<file path="src/rtl/cmdq_pkg.sv">
`timescale 1ns/1ps
package cmdq_pkg;
    localparam int OFF_W          = 15;  // entry offset field width
    localparam int OFF_LSB        = 5;   // offset field starts at bit 5
    localparam int REG_W          = 32;
    localparam int DW_W           = 64;
    localparam int DW_PER_CMD     = 4;
    localparam int IDX_W          = $clog2(DW_PER_CMD);
    localparam int ENTRY_W        = DW_W * DW_PER_CMD;
    localparam int ENTRY_B_LOG2   = 5;   // 32 bytes per entry
    localparam int DW_B_LOG2      = 3;   // 8 bytes per doubleword
    localparam int PAGE_ENT_LOG2  = 7;   // 4096 / 32 entries per page
    localparam int OPC_W          = 8;
    localparam int KIND_W         = 4;

    localparam logic [1:0] REG_CTRL = 2'd0;
    localparam logic [1:0] REG_WPTR = 2'd1;

    localparam logic [OPC_W-1:0] OPC_TRIGGER   = 8'h03;
    localparam logic [OPC_W-1:0] OPC_CLEAR     = 8'h04;
    localparam logic [OPC_W-1:0] OPC_SYNC      = 8'h05;
    localparam logic [OPC_W-1:0] OPC_MAP_DEV   = 8'h08;
    localparam logic [OPC_W-1:0] OPC_MAP_COLL  = 8'h09;
    localparam logic [OPC_W-1:0] OPC_MAP_XLATE = 8'h0A;
    localparam logic [OPC_W-1:0] OPC_MAP_ID    = 8'h0B;
    localparam logic [OPC_W-1:0] OPC_DISCARD   = 8'h0F;

    typedef enum logic [KIND_W-1:0] {
        K_NOP       = 4'd0,
        K_TRIGGER   = 4'd1,
        K_CLEAR     = 4'd2,
        K_SYNC      = 4'd3,
        K_MAP_DEV   = 4'd4,
        K_MAP_COLL  = 4'd5,
        K_MAP_XLATE = 4'd6,
        K_MAP_ID    = 4'd7,
        K_DISCARD   = 4'd8
    } cmd_kind_e;

    typedef enum logic [1:0] {
        ST_IDLE = 2'd0,
        ST_REQ  = 2'd1,
        ST_WAIT = 2'd2,
        ST_EXEC = 2'd3
    } fetch_st_e;
endpackage

</file>
<file path="src/rtl/cmdq_regs.sv">
`timescale 1ns/1ps
module cmdq_regs
    import cmdq_pkg::*;
(
    input  logic              clk,
    input  logic              rst_n,
    input  logic              wr_en,
    input  logic [1:0]        wr_addr,
    input  logic [REG_W-1:0]  wr_data,
    output logic              enable,
    output logic [OFF_W-1:0]  wr_off,
    output logic              retry
);
    typedef struct packed {
        logic             enable;
        logic [OFF_W-1:0] wr_off;
    } regs_t;

    regs_t regs_q, regs_d;
    logic  unused_data;

    assign unused_data = ^{wr_data[REG_W-1:OFF_LSB+OFF_W], wr_data[OFF_LSB-1:1]};

    always_comb begin
        regs_d = regs_q;
        retry  = 1'b0;
        if (wr_en && wr_addr == REG_CTRL) begin
            regs_d.enable = wr_data[0];
        end
        if (wr_en && wr_addr == REG_WPTR) begin
            regs_d.wr_off = wr_data[OFF_LSB +: OFF_W];
            retry         = wr_data[0];
        end
    end

    always_ff @(posedge clk or negedge rst_n) begin
        if (!rst_n) regs_q <= '0;
        else        regs_q <= regs_d;
    end

    assign enable = regs_q.enable;
    assign wr_off = regs_q.wr_off;
endmodule

</file>
<file path="src/rtl/cmdq_decode.sv">
`timescale 1ns/1ps
module cmdq_decode
    import cmdq_pkg::*;
(
    input  logic [OPC_W-1:0] opcode,
    output cmd_kind_e        kind
);
    always_comb begin
        case (opcode)
            OPC_TRIGGER:   kind = K_TRIGGER;
            OPC_CLEAR:     kind = K_CLEAR;
            OPC_SYNC:      kind = K_SYNC;
            OPC_MAP_DEV:   kind = K_MAP_DEV;
            OPC_MAP_COLL:  kind = K_MAP_COLL;
            OPC_MAP_XLATE: kind = K_MAP_XLATE;
            OPC_MAP_ID:    kind = K_MAP_ID;
            OPC_DISCARD:   kind = K_DISCARD;
            default:       kind = K_NOP;
        endcase
    end
endmodule

</file>
<file path="src/rtl/cmdq_fetch.sv">
`timescale 1ns/1ps
module cmdq_fetch
    import cmdq_pkg::*;
#(
    parameter int ADDR_W  = 48,
    parameter int PAGES_W = 9
) (
    input  logic               clk,
    input  logic               rst_n,
    input  logic               enable,
    input  logic [OFF_W-1:0]   wr_off,
    input  logic               retry,
    input  logic [ADDR_W-1:0]  q_base,
    input  logic [PAGES_W-1:0] q_pages,
    output logic               mem_req_valid,
    input  logic               mem_req_ready,
    output logic [ADDR_W-1:0]  mem_req_addr,
    input  logic               mem_rsp_valid,
    input  logic [DW_W-1:0]    mem_rsp_data,
    input  logic               mem_rsp_err,
    output logic               cmd_valid,
    input  logic               cmd_ready,
    input  logic               cmd_err,
    output logic [ENTRY_W-1:0] cmd_dw,
    output logic [OFF_W-1:0]   rd_off,
    output logic               stalled,
    output logic               busy
);
    localparam int ENT_W = PAGES_W + PAGE_ENT_LOG2;
    localparam int CMP_W = ((ENT_W > OFF_W) ? ENT_W : OFF_W) + 1;

    typedef struct packed {
        fetch_st_e                           st;
        logic [IDX_W-1:0]                    idx;
        logic [OFF_W-1:0]                    rd_off;
        logic                                stalled;
        logic [DW_PER_CMD-1:0][DW_W-1:0]     dw;
    } fetch_t;

    fetch_t fs_q, fs_d;

    logic [CMP_W-1:0] n_ent, wr_ext, rd_inc;
    logic [OFF_W-1:0] rd_next;
    logic             in_range, pending;

    assign n_ent    = CMP_W'({q_pages, {PAGE_ENT_LOG2{1'b0}}});
    assign wr_ext   = CMP_W'(wr_off);
    assign rd_inc   = CMP_W'(fs_q.rd_off) + CMP_W'(1);
    assign rd_next  = (rd_inc >= n_ent) ? '0 : OFF_W'(rd_inc);
    assign in_range = wr_ext < n_ent;
    assign pending  = enable && !fs_q.stalled && (wr_off != fs_q.rd_off) && in_range;

    always_comb begin
        fs_d = fs_q;
        if (retry) fs_d.stalled = 1'b0;
        unique case (fs_q.st)
            ST_IDLE: begin
                if (pending) begin
                    fs_d.st  = ST_REQ;
                    fs_d.idx = '0;
                end
            end
            ST_REQ: begin
                if (mem_req_ready) fs_d.st = ST_WAIT;
            end
            ST_WAIT: begin
                if (mem_rsp_valid) begin
                    if (mem_rsp_err) begin
                        fs_d.stalled = 1'b1;
                        fs_d.st      = ST_IDLE;
                    end else begin
                        fs_d.dw[fs_q.idx] = mem_rsp_data;
                        if (fs_q.idx == IDX_W'(DW_PER_CMD - 1)) begin
                            fs_d.st = ST_EXEC;
                        end else begin
                            fs_d.idx = fs_q.idx + 1'b1;
                            fs_d.st  = ST_REQ;
                        end
                    end
                end
            end
            ST_EXEC: begin
                if (cmd_ready) begin
                    if (cmd_err) fs_d.stalled = 1'b1;
                    else         fs_d.rd_off  = rd_next;
                    fs_d.st = ST_IDLE;
                end
            end
            default: fs_d.st = ST_IDLE;
        endcase
    end

    always_ff @(posedge clk or negedge rst_n) begin
        if (!rst_n) fs_q <= '0;
        else        fs_q <= fs_d;
    end

    assign mem_req_valid = (fs_q.st == ST_REQ);
    assign mem_req_addr  = q_base
                         + ADDR_W'({fs_q.rd_off, {ENTRY_B_LOG2{1'b0}}})
                         + ADDR_W'({fs_q.idx, {DW_B_LOG2{1'b0}}});
    assign cmd_valid     = (fs_q.st == ST_EXEC);
    assign cmd_dw        = fs_q.dw;
    assign rd_off        = fs_q.rd_off;
    assign stalled       = fs_q.stalled;
    assign busy          = (fs_q.st != ST_IDLE) || pending;
endmodule

</file>
<file path="src/rtl/cmdq_consumer.sv">
`timescale 1ns/1ps
module cmdq_consumer
    import cmdq_pkg::*;
#(
    parameter int ADDR_W  = 48,
    parameter int PAGES_W = 9
) (
    input  logic               clk,
    input  logic               rst_n,
    input  logic               reg_wr_en,
    input  logic [1:0]         reg_wr_addr,
    input  logic [31:0]        reg_wr_data,
    input  logic [ADDR_W-1:0]  q_base,
    input  logic [PAGES_W-1:0] q_pages,
    output logic [31:0]        wptr_reg,
    output logic [31:0]        rptr_reg,
    output logic               busy,
    output logic               mem_req_valid,
    input  logic               mem_req_ready,
    output logic [ADDR_W-1:0]  mem_req_addr,
    input  logic               mem_rsp_valid,
    input  logic [63:0]        mem_rsp_data,
    input  logic               mem_rsp_err,
    output logic               cmd_valid,
    input  logic               cmd_ready,
    output logic [7:0]         cmd_opcode,
    output logic [3:0]         cmd_kind,
    output logic [255:0]       cmd_dw,
    input  logic               cmd_err
);
    localparam int HI_PAD = REG_W - OFF_W - OFF_LSB;

    logic             enable, retry, stalled;
    logic [OFF_W-1:0] wr_off, rd_off;
    cmd_kind_e        kind;

    cmdq_regs u_regs (
        .clk     (clk),
        .rst_n   (rst_n),
        .wr_en   (reg_wr_en),
        .wr_addr (reg_wr_addr),
        .wr_data (reg_wr_data),
        .enable  (enable),
        .wr_off  (wr_off),
        .retry   (retry)
    );

    cmdq_fetch #(
        .ADDR_W  (ADDR_W),
        .PAGES_W (PAGES_W)
    ) u_fetch (
        .clk           (clk),
        .rst_n         (rst_n),
        .enable        (enable),
        .wr_off        (wr_off),
        .retry         (retry),
        .q_base        (q_base),
        .q_pages       (q_pages),
        .mem_req_valid (mem_req_valid),
        .mem_req_ready (mem_req_ready),
        .mem_req_addr  (mem_req_addr),
        .mem_rsp_valid (mem_rsp_valid),
        .mem_rsp_data  (mem_rsp_data),
        .mem_rsp_err   (mem_rsp_err),
        .cmd_valid     (cmd_valid),
        .cmd_ready     (cmd_ready),
        .cmd_err       (cmd_err),
        .cmd_dw        (cmd_dw),
        .rd_off        (rd_off),
        .stalled       (stalled),
        .busy          (busy)
    );

    cmdq_decode u_decode (
        .opcode (cmd_dw[OPC_W-1:0]),
        .kind   (kind)
    );

    assign cmd_opcode = cmd_dw[OPC_W-1:0];
    assign cmd_kind   = kind;
    assign wptr_reg   = {{HI_PAD{1'b0}}, wr_off, {OFF_LSB{1'b0}}};
    assign rptr_reg   = {{HI_PAD{1'b0}}, rd_off, {(OFF_LSB-1){1'b0}}, stalled};
endmodule

</file>
<file path="config.mk">
export PLATFORM = sky130hd
export DESIGN_NAME = cmdq_consumer
export DESIGN_NICKNAME = d
export VERILOG_FILES = /design/src/rtl/cmdq_pkg.sv /design/src/rtl/cmdq_regs.sv /design/src/rtl/cmdq_decode.sv /design/src/rtl/cmdq_fetch.sv /design/src/rtl/cmdq_consumer.sv
export SDC_FILE = /design/constraint.sdc
export NUM_CORES = 1
export LEC_CHECK = 0
export BUFFER_PORTS_ARGS = -buffer_cell sky130_fd_sc_hd__buf_2
export CORE_AREA = 2 2 211 213
export DETAILED_ROUTE_END_ITERATION = 8
export DIE_AREA = 0 0 213 215
export PLACE_DENSITY = 0.65
export SLEW_MARGIN = 20
export SYNTH_ARGS = -nofsm -noshare
export SYNTH_HDL_FRONTEND = slang
export SYNTH_SLANG_ARGS = --single-unit
</file>
<file path="constraint.sdc">
create_clock -name clk -period 7.75 [get_ports clk]
set_clock_uncertainty 0.1 [all_clocks]
set_input_delay 0.3875 -clock clk [delete_from_list [all_inputs] [get_ports clk]]
set_output_delay 0.3875 -clock clk [all_outputs]
set_load 0.02 [all_outputs]
</file>
-- Word-level counts from Yosys, hierarchy flattened
Memory sizes are Yosys's and may differ from the RTL's.
Cells that the tools add are included.
- equal/unequal tests: 12
- multiplexer cells: 23
- add/subtract/negate cells: 4
- order comparisons: 4
- reduce and logical (&&, ||, !) cells: 17
- bitwise logic cells: 2
- operators with widths (operator ; count):
    $mux W257 ; 1
    $bwmux W256 ; 1
    $mux W256 ; 1
    $demux W64 S2 ; 1
    $mux W64 ; 1
    $add A48 B20 Y48 ; 1
    $add A48 B5 Y48 ; 1
    $ge A17 B16 Y1 ; 1
    $add A15 B1 Y16 const B ; 1
    $lt A15 B16 Y1 ; 1
    $mux W15 ; 1
    $ne A15 B15 Y1 ; 1
    $mux W2 ; 6
    $mux W4 ; 3
    $pmux W2 S4 ; 1
    $eq A2 B2 Y1 const B ; 3
    $logic_and A1 B1 Y1 ; 6
    $ne A2 B1 Y1 const B ; 3
    $ne A2 B2 Y1 const B ; 3
    $reduce_and A3 Y1 ; 2
    $mux W1 ; 5
    $reduce_and A5 Y1 ; 1
    $eq A2 B1 Y1 const B ; 2
    $logic_not A2 Y1 ; 2
    other kinds (11) ; 13
- output and inout port bits: 383
- logic and storage cells: 73
- input port bits: 163
- ROM bits: 64
- memories kept: 1
- flip-flop bits (word level): 292
- memories (memory ; depth ; bits a word ; read ports ; clocked after memory_dff ; wr ports ; line ; source):
    (name not given) ; 16 ; 4 ; 1 ; 0 ; 0 ; cmdq_decode.sv:9 ; case (opcode)

-- Longest topological paths before layout
- word-level depth: 8
- gate-level depth with buffers: 16
- gate-level depth less buffers: 15

-- By module
Synthesis repeated with hierarchy kept, for this count alone.
- cells, all modules: 1312
- area total of the unflattened synthesis: 15800.2 um^2
- by module, submodules not included (module ; seq. area each (um^2) ; area each (um^2) ; times used ; cells an instance):
    cmdq_fetch ; 6906.6 ; 14736.6 ; 1 ; 1222
    cmdq_regs ; 400.4 ; 660.6 ; 1 ; 37
    cmdq_consumer ; 0.0 ; 319.1 ; 1 ; 43
    cmdq_decode ; 0.0 ; 83.8 ; 1 ; 10

-- Least setup slack after synthesis
No wires, ideal clock.
- path kind: register -> register
- start: reg u_fetch.fs_q (netlist bit u_fetch.rd_off[0])
- end: reg u_fetch.fs_q (netlist bit u_fetch.rd_off[8])
- slack: 4.168 ns
- data required time: 7.567 ns
- period minus slack after synthesis: 3.582 ns
- cell stages (with the launch flop): 14
- setup time: 0.083 ns
- arrival: 3.400 ns
- path buffers: 0
- path through: dfrtp_1 -> ha_1 -> nand2_1 -> nor2_2 -> nand3_2 -> or3_1 -> or2_0 -> nand2_1 -> ha_1 -> a2111oi_0 -> a31oi_1 -> or3_1 -> or3_1 -> o21ai_0
- longest elaborated chain between the ends: 3
- ends and longest elaborated chain (element ; line ; source):
    from (decl) ; cmdq_fetch.sv:40 ; fetch_t fs_q, fs_d;
    from (signal assigned) ; cmdq_fetch.sv:95 ; else fs_q <= fs_d;
    $add A15 B1 Y16 * ; cmdq_fetch.sv:48 ; assign rd_inc = CMP_W'(fs_q.rd_off) + CMP_W'(1);
    $ge A17 B16 Y1 ; cmdq_fetch.sv:49 ; assign rd_next = (rd_inc >= n_ent) ? '0 : OFF_W'(rd_inc);
    $mux W15 * ; cmdq_fetch.sv:49 ;
Mark *: on every way between the ends. The rest lies on a longest branch, timed or not.
A chain may end at the register's enable or synchronous reset.

-- Final worst setup path
Same ends and word-level chain as after synthesis.

==> run_results.csv <==
group,metric,value,unit
routing,avgRoutedWirePerCell,19.1,um
setup_path,cp_data_arrival_time,4660,ps
cells_and_area,syn_to_final_growth,14.2,%
timing,relSlewSlack,0.283,
floorplanning,placementRows,77,
pwr,switching_power,0.00192,W
placed_design,gp_congestion,0.873,
cts,insertion_delay,520,ps
placed_design,port_buffers,490,
synth,synth_edf_count,0,
routing,vias_per_cell,4.75,
floorplanning,pin_count,546,
pwr,p_total,0.00539,W
floorplanning,die_area,45800,um2
cells_and_area,layout_common_cells,"buf_2, dfrtp_1, mux2_2",
synth,synth_ff_type,"dfrtp_1",
global_routing,grt-ovfl-total,0,
synth,synth_top_area_share,0.469,
routing,firstDrtPassIters,4,
floorplanning,fp.dieW,213,um
routing,drc_errors,0,
global_routing,grt_pass1_wl,61800,um
pwr,p_sw_frac,0.357,
routing,initialDrtViolationCount,387,
synth,yosys_register_bits,292,
setup_path,reg2reg_depth,13,
min_path,hold_class,"primary input to flop",
pwr,power_frac_clock,0.299,
job,max_cap_viol_count,0,
cts,h-tree-depth,2,
floorplanning,start_util,0.357,
timing,rsz0062_at_grt,"false",
timing,min_period,4320,ps
setup_path,crit_fanout,8,
placed_design,hpwl,30000,um
run_status,outcome,"completed",
timing,tightest_slew,1080,ps
synth,syn_inst,1309,
synth,synth_cell_type_count,61,
setup_path,crit_required,8090,ps
synth,synth_area,15600,um2
synth,ys_warn_count,0,
timing,fin_crit_sh,0.557,
cts,cts.sink_count,292,
timing,max_freq,232,MHz
pwr,pwr-share-comb,0.312,
cts,cts_tree,"built",
min_path,worstHoldStart,"mem_rsp_data[20]",
routing,drt_wl_total,41200,um
floorplanning,coreArea,43600,um2
synth,synth_seq_area_share,0.469,
cts,cts_buffers,34,
timing,setup_violations,0,
cts,root_buffer,"clkbuf_16",
pwr,leakagePower,9.67,nW
global_routing,grt_pass1_vias,10700,
cts,postCtsSetupBuffers,0,
global_routing,grtUsageTotal,0.175,
synth,syn_area_per_cell,11.9,um2
global_routing,grt_max_degree,181,
cts,clk_pin_slew,60,ps
cts,cts_resized,0,
pwr,p_seq_frac,0.389,
setup_path,r2r_start,"u_fetch.rd_off[0]",
cells_and_area,final_common_cell,"buf_2",
cts,clk_path_buf_depth,3,
min_path,worstHoldPathCells,2,
floorplanning,die_h,215,um
setup_path,critPathLaunchType,"flop",
timing,hold_violations,0,
routing,via_count,10200,
global_routing,antenna_found_initial,4,
cells_and_area,nets,1734,
pwr,irDropWorstVdd,0.219,mV
synth,synthArstFlopShare,1.00,
cts,cts_hold_buf,20,
routing,ant_nets,0,
cells_and_area,drive_above_1_share,0.538,
synth,synth.top_cells.by_area,"dfrtp_1, mux2_2, buf_4, ha_1, xnor2_1",
timing,holdWs,29.4,ps
setup_path,worstSetupStartpoint,"u_fetch.rd_off[0]",
pwr,p_int,0.00346,W
setup_path,worstSetupPathType,"flop to flop",
timing,slew_violations,0,
setup_path,critPathCaptureType,"flop",
synth,yosysTopAreaCell,"dfrtp_1",
timing,tns,0,ps
pwr,powerDensity,303,nW/um2
-- stage by stage --
step	utilization	area [um2]	cells	setup WS, ps
2_1_floorplan	-	15700	1341	4170
3_3_place_gp	0.376	16400	2067	3500
3_5_place_dp	0.376	16400	2067	3440
4_1_cts	0.407	17800	2148	3410
5_1_grt	0.408	17800	2151	3200
6_report	0.408	17800	2153	3430
-- cell type report --
type / count / area, um2
sequential: 292 / 7310
clock buffer: 50 / 992
tap: 592 / 741
timing repair buffer: 513 / 2720
antenna: 4 / 10.0
inverter: 17 / 63.8
fill: 4183 / 25800
clock inverter: 11 / 141
multi-input combinational: 674 / 5830
-- worst max-delay path, stage by stage, from the launching register on --
cell	delay, ps
dfrtp_1	580
ha_1	330
nand2_1	120
nor2_2	210
nand3_2	180
or3_1	420
or2_0	230
nand2_1	80
ha_1	240
a2111oi_0	460
a31oi_1	370
or3_1	530
or3_1	320
o21ai_0	80
-- synthesized netlist by cell type (all sizes together) (3+ instances only) --
cell type	count
a22o	3
a211o	4
nor3	6
a21o	8
xor2	13
o41ai	4
nor2b	3
or3	4
a21oi	21
dfrtp	292
xnor2	54
a31oi	5
nand2b	5
mux2	272
clkbuf	35
or2	3
nand3	28
nor4	5
buf	323
nand4	16
ha	38
o21ai	24
nor2	24
and3	14
nand2	52
a211oi	5
and2	5
inv	17
-- cell families (layout without fill, tap and decap cells) --
group | Yosys count | after routing | share of synthesized area
AOI/OAI and AO/OA | 88 | 88 | 0.0382
xor gates and xnor gates | 67 | 67 | 0.0376
adders and majority gates | 39 | 39 | 0.0318
buffers and inverters | 375 | 591 | 0.168
DFF | 292 | 292 | 0.469
muxes | 273 | 273 | 0.197
other | 1 | 37 | 0.000241
and+or+nand+nor | 174 | 174 | 0.0581
-- final timing paths --
| check | end | slack (ps) |
|---|---|---|
| max in group asynchronous | asynchronous set/reset pin | 5490 |
| worst max-delay path | u_fetch.rd_off[8] | 3430 |
| worst max register to register | u_fetch.rd_off[8] | 3430 |
| worst min register to register | flop | 400 |
| min in group asynchronous | asynchronous set/reset pin | 400 |
| worst min-delay path | flop | 30 |
-- layer usage --
layer / GRT usage / part of all wire / vias to the layer above
met1: 0.188 / 0.36 / 5092
met2: 0.313 / 0.51 / 434
met3: 0.0624 / 0.093 / 77
met5: 0 / 0.00024 / -
li1: - / - / 4618
met4: 0.0650 / 0.032 / 2
-- power by group through the flow --
stage | clock network (W) | registers, W | logic [W]
2_1_floorplan | 0 | 0.00203 | 0.00151
3_3_place_gp | 0 | 0.00209 | 0.00167
3_5_place_dp | 0 | 0.00211 | 0.00168
4_1_cts | 0.00166 | 0.00210 | 0.00170
5_1_grt | 0.00172 | 0.00214 | 0.00179
6_report | 0.00161 | 0.00209 | 0.00168
No activity file was read; power rests on OpenSTA's default activity.
